$ cat src/rtl/toggle_ram_accum.sv
module toggle_ram_accum #(
  parameter int ADDR_W = 8,
  parameter int CNT_W  = 7
) (
  input  logic              clk,
  input  logic              rst,
  input  logic              go,
  input  logic              fill_mode,
  input  logic [ADDR_W-1:0] base_addr,
  input  logic [CNT_W-1:0]  word_count,
  input  logic [31:0]       seed,
  output logic [31:0]       sum,
  output logic              done,
  output logic              misaligned,
  output logic [31:0]       rd_word
);

  localparam int IDX_W = ADDR_W - 2;
  localparam int DEPTH = 1 << IDX_W;

  typedef enum logic [1:0] {ST_IDLE, ST_ISSUE, ST_WAIT} seq_t;

  seq_t              state;
  logic              job_fill;
  logic [ADDR_W-1:0] walk_addr;
  logic [CNT_W-1:0]  left;
  logic [31:0]       next_val;

  logic              req_flag;
  logic              req_we;
  logic [ADDR_W-1:0] req_addr;
  logic [31:0]       req_wdata;

  logic              seen_flag;
  logic [31:0]       mem [DEPTH];
  logic [IDX_W-1:0]  req_idx;
  logic              pending;

  assign req_idx = req_addr[ADDR_W-1:2];
  assign pending = req_flag ^ seen_flag;

  always_ff @(posedge clk) begin
    if (rst) begin
      state      <= ST_IDLE;
      job_fill   <= 1'b0;
      walk_addr  <= '0;
      left       <= '0;
      next_val   <= '0;
      req_flag   <= 1'b0;
      req_we     <= 1'b0;
      req_addr   <= '0;
      req_wdata  <= '0;
      sum        <= '0;
      done       <= 1'b0;
      misaligned <= 1'b0;
    end else begin
      case (state)
        ST_IDLE: if (go) begin
          done      <= 1'b0;
          sum       <= '0;
          job_fill  <= fill_mode;
          walk_addr <= {base_addr[ADDR_W-1:2], 2'b00};
          left      <= word_count;
          next_val  <= seed;
          if (base_addr[1:0] != 2'b00) misaligned <= 1'b1;
          if (word_count == '0) done <= 1'b1;
          else state <= ST_ISSUE;
        end
        ST_ISSUE: begin
          req_flag  <= ~req_flag;
          req_we    <= job_fill;
          req_addr  <= walk_addr;
          req_wdata <= next_val;
          walk_addr <= walk_addr + ADDR_W'(4);
          next_val  <= next_val + 32'd1;
          left      <= left - 1'b1;
          if (!job_fill) state <= ST_WAIT;
          else if (left == CNT_W'(1)) begin
            done  <= 1'b1;
            state <= ST_IDLE;
          end
        end
        ST_WAIT: begin
          sum <= sum + rd_word;
          if (left == '0) begin
            done  <= 1'b1;
            state <= ST_IDLE;
          end else begin
            state <= ST_ISSUE;
          end
        end
        default: state <= ST_IDLE;
      endcase
    end
  end

  always_ff @(negedge clk) begin
    if (rst) begin
      seen_flag <= 1'b0;
      rd_word   <= '0;
    end else if (pending) begin
      seen_flag <= req_flag;
      if (req_we) mem[req_idx] <= req_wdata;
      else        rd_word      <= mem[req_idx];
    end
  end

  AST_REQ_SERVICED: assert property (@(posedge clk) disable iff (rst)
    req_flag == seen_flag);

  AST_LOAD_GAP: assert property (@(posedge clk) disable iff (rst)
    (!req_we && (req_flag != $past(req_flag))) |=> $stable(req_flag));

  AST_RDATA_HOLD: assert property (@(posedge clk) disable iff (rst)
    ($stable(req_flag) || req_we) |-> $stable(rd_word));

  AST_DONE_HOLD: assert property (@(posedge clk) disable iff (rst)
    (done && !go) |=> (done && $stable(sum)));

  AST_MISALIGN_STICKY: assert property (@(posedge clk) disable iff (rst)
    misaligned |=> misaligned);

  AST_RESET_CLEAR: assert property (@(posedge clk)
    $past(rst) |-> (!done && !misaligned && sum == '0));

endmodule

$ cat config.mk
export PLATFORM = sky130hd
export DESIGN_NAME = toggle_ram_accum
export DESIGN_NICKNAME = d
export VERILOG_FILES = /design/src/rtl/toggle_ram_accum.sv
export SDC_FILE = /design/constraint.sdc
export NUM_CORES = 2
export LEC_CHECK = 0
export BUFFER_PORTS_ARGS = -buffer_cell sky130_fd_sc_hd__buf_4
export CAP_MARGIN = 30
export CORE_MARGIN = 4
export CORE_UTILIZATION = 40
export CTS_BUF_LIST = sky130_fd_sc_hd__clkbuf_2
export DETAILED_ROUTE_END_ITERATION = 12
export PLACE_DENSITY_LB_ADDON = 0.15
export SYNTH_ARGS = -nofsm -noshare
export SYNTH_HDL_FRONTEND = slang
export SYNTH_SLANG_ARGS = --single-unit
$ cat constraint.sdc
create_clock -name clk -period 4.7 [get_ports clk]
set_input_delay 0.47 -clock clk [delete_from_list [all_inputs] [get_ports clk]]
set_output_delay 0.47 -clock clk [all_outputs]
set_load 0.01 [all_outputs]
* Word level (Yosys, flattened, before mapping) *
Memories as Yosys holds them, arrays and structs flattened. A register that Yosys moved wholly into a read port is not among the register bits.
Index checks and enable logic that the tools add are counted.

storage, ports and cells
  RAM bits = 2048
  register bits = 127
  memories kept = 1
  input port bits = 51

memories
  name  words  width  read ports  clocked after memory_dff  write ports  line  RTL
  mem   64     32     1           1                         1            35    logic [31:0] mem [DEPTH];

operators by class
  bitwise logic cells = 3
  eq/ne operators = 9
  mux-type cells = 24
  add/sub/neg operators = 4
  reductions and logical operators = 14

operators with widths
  cell                   number
  $pmux 32 s2            2
  $mux 32                2
  $add 32x1->32 const B  1
  $add 32x32->32         1
  $pmux 8 s2             1
  $logic_not 7->1        2
  $pmux 7 s2             1
  $mux 1                 10
  $ne 2x2->1 const B     5
  $add 8x3->8 const B    1
  $mux 2                 4
  $mux 8                 1
  $reduce_and 2->1       4
  $eq 7x1->1 const B     1
  $mux 7                 1
  $sub 7x1->7 const B    1
  $pmux 2 s3             1
  $reduce_and 3->1       2
  $reduce_bool 2->1      3
  $reduce_and 5->1       1
  $ne 3x3->1 const B     1
  $pmux 1 s3             1
  $reduce_bool 3->1      1
  $eq 2x1->1 const B     1
  4 further kinds        5

* Logic depth before layout (Yosys ltp) *
  depth after elaboration = 4
  depth in mapped cells = 12
  gate-level depth less buffers = 12

==> flow_metrics.env <==
export IMPL_hold_violations=0
export IMPL_syn_nets=5295
export IMPL_violations="setup timing"
export IMPL_drv_cap=0
export IMPL_grt_max_degree=89
export IMPL_synth_seq_cells=2203
export IMPL_cp_start_kind="register"
export IMPL_routed_via_density=5.56
export IMPL_placed_cell_area_um2=100000
export IMPL_ioPinCount=117
export IMPL_fin_hold_ws_ps=296
export IMPL_crit_type="register to register"
export IMPL_syn_cell_area_um2=86600
export IMPL_avgRoutedWirePerCell_um=28.4
export IMPL_setup_viol=2128
export IMPL_areaGrowthSynthToFinish_pct=43.5
export IMPL_syn_area_per_cell_um2=16.6
export IMPL_synthCells=5203
export IMPL_die_w_um=473
export IMPL_cts_buffers=633
export IMPL_final_instance_count_excl_fill=12500
export IMPL_clk_insertion_delay_late_ps=2000
export IMPL_met2WireLength_um=160000
export IMPL_seqCellArea_um2=64800
export IMPL_async_flop_share_pct=0
export IMPL_synth_edff_count=2048
export IMPL_clock_tree_root_cell="clkbuf_2"
export IMPL_crit_path_start="req_addr[4]"
export IMPL_drc_errors=0
export IMPL_pwr_density_cell_nw_per_um2=416
export IMPL_synth_distinct_cells=77
export IMPL_seq_area_frac_synth_pct=74.6
export IMPL_num_fill_cells=17500
export IMPL_dp_slack_ps=-1310
export IMPL_ys_flop_type="edfxtp_1"
export IMPL_multi_input_area_um2=23800
export IMPL_internal_power_uw=32900
export IMPL_worst_pin_slew_ps=1350
export IMPL_yosys_top_cells_area="edfxtp_1 71%, mux4_2 4.8%, dfxtp_1 3.6%, mux2i_1 3.5%, a221oi_1 2.1%"
export IMPL_cp_end_kind="register"
export IMPL_design_area_um2=124000
export IMPL_yosysTopAreaCell="edfxtp_1"
export IMPL_nNetsFinal=9307
export IMPL_start_util_pct=40.3
export IMPL_h_tree_depth=6
export IMPL_core_area_um2=215000
export IMPL_worstPathRequired_ps=3910
export IMPL_grt_overflow=0
export IMPL_io_buffer_count=116
export IMPL_dieArea_um2=224000
export IMPL_r2r_start="req_addr[4]"
export IMPL_switching_share_pct=36.4
export IMPL_grt_setup_unrepaired="yes"
export IMPL_grt_antenna_before_repair=21
export IMPL_clk_path_buf_depth=4
export IMPL_comb_power_share_pct=17.4
export IMPL_leakage_uw=0.0528
export IMPL_skew_ps=439
export IMPL_final_cell_mix="2421 x inv_1, 2048 x edfxtp_1, 866 x buf_4"
export IMPL_grt_pass1_wl_um=484000
export IMPL_dp_cells=8769
export IMPL_crit_arrival_ps=4780
export IMPL_drive_gt1_share_pct=31.8
export IMPL_hold_start="go"
export IMPL_hp_class="input port to register"
export IMPL_slew_headroom_pct=9.93
export IMPL_top_layer="met5"
export IMPL_layout_commonest_cell="inv_1"
export IMPL_finalCoreUtilization_pct=57.8
export IMPL_dr_total_vias=69500
export IMPL_cts_tree="built"
export IMPL_met3WireLength_um=41300
export IMPL_place_congestion=0.950
export IMPL_path_clk_slew_ps=130
export IMPL_drt_iter0_markers=9054
export IMPL_wl_um=356000
export IMPL_antenna_left=0
export IMPL_clockPowerShare_pct=39.2
export IMPL_seqPwrFrac_pct=43.3
export IMPL_rows=170
export IMPL_die_h_um=473
export IMPL_drt_met1_wl_um=137000
export IMPL_grtUsageTotal_pct=30.4
export IMPL_synthDominantCellAreaShare_pct=71.0
export IMPL_slew_viol_final=0
export IMPL_firstDrtPassIters=6
export IMPL_crit_fanout=7
export IMPL_ys_warn_count=0
export IMPL_grt_pass1_vias=72900
export IMPL_vdd_drop_max_mv=0.267
export IMPL_layout_setup_ws_ps=-867
export IMPL_clock_sinks=2203
export IMPL_outcome="finished, violations left"
export IMPL_hpwlAfterDp_um=206000
export IMPL_switching_power_uw=18800
==> metal layers <==
metal,GRT usage (%),vias up
met4,18.6,2
met1,39.8,34700
met2,44.2,4547
met5,0,-
met3,9.72,830
li1,-,29400
==> path summary, 6_finish.rpt <==
kind                                    end  slack (ps)  cells past startpoint
worst max-delay path            rd_word[17]        -870                     13
worst min-delay path               state[0]         300                      7
worst max register to register  rd_word[17]        -870                     13
worst min register to register      sum[30]         490                      2
==> registers in the layout, summed over array words and instances (netlist names) <==
name	count
rd_word	32
req_addr	6
misaligned	1
left	7
state	2
walk_addr	6
seen_flag	1
done	1
next_val	32
sum	32
job_fill	1
req_we	1
req_flag	1
mem	2048
req_wdata	32
==> what timing repair did <==
| action | 4_1_cts | 5_1_grt |
|---|---|---|
| cloned | 36 | 38 |
| hold endpoints to repair | 122 | 0 |
| hold buffers | 203 | 0 |
| gates resized for setup | 663 | 358 |
| pin swaps | 121 | 132 |
| setup endpoints to repair | 2125 | 2129 |
| buffers inserted | 167 | 174 |
==> power by group through the flow <==
stage	clock network, µW	logic, µW	registers (µW)
after global placement	2620	6950	22600
after CTS	20600	8290	22400
after detailed placement	2620	6980	22600
final	20300	9010	22400
after global routing	23400	9260	22400
after floorplan	2620	2850	22600
==> critical path: stages, from the launching register on <==
cell      delay [ps]
dfxtp_4          510
buf_12           190
buf_12           110
buf_12           110
buf_16           130
mux2_2           340
a221oi_2         250
a21oi_2           90
a221oi_2         290
buf_4            230
o22ai_1          130
nor3_2           170
buf_4            160
nor3_2            40
==> stage by stage <==
stage | setup TNS (ps) | power (µW)
3_5_place_dp | -651210 | 32200
4_1_cts | -803170 | 51300
3_3_place_gp | -637120 | 32200
6_report | -802050 | 51700
2_1_floorplan | -159990 | 28000
5_1_grt | -822700 | 55000
==> cell usage after synthesis, drive strengths merged, types with 88 or more instances <==
| master | number |
|---|---|
| clkbuf | 170 |
| a21oi | 350 |
| nor2 | 425 |
| mux4 | 183 |
| dfxtp | 155 |
| buf | 167 |
| o22ai | 88 |
| a221oi | 207 |
| mux2i | 306 |
| edfxtp | 2048 |
| a22oi | 107 |
| nand2 | 163 |
| mux2 | 115 |
| o21ai | 207 |
==> cells by family (layout without fill, tap and decap cells) <==
| group | after synthesis | count (layout) | synth area share [%] |
|---|---|---|---|
| flip-flops | 2203 | 2203 | 74.6 |
| AND/OR/NAND/NOR | 779 | 780 | 3.85 |
| buffers and inverters | 379 | 4835 | 1.96 |
| XOR/XNOR | 30 | 30 | 0.303 |
| other | 0 | 6 | 0 |
| multiplexers | 604 | 604 | 9.79 |
| adder cells (fa/ha/maj) | 41 | 41 | 0.601 |
| AO/OA/AOI/OAI | 1167 | 1167 | 8.89 |
==> area by class of cell <==
type                       count  share of cell area [%]
timing repair buffer        1633                    15.2
tap                         2838                    2.86
sequential                  2203                    52.1
clock buffer                 665                    2.68
clock inverter              2496                    7.87
antenna                        6                  0.0121
inverter                      41                   0.147
multi-input combinational   2622                    19.1
Power figures use the tool's default switching activity.
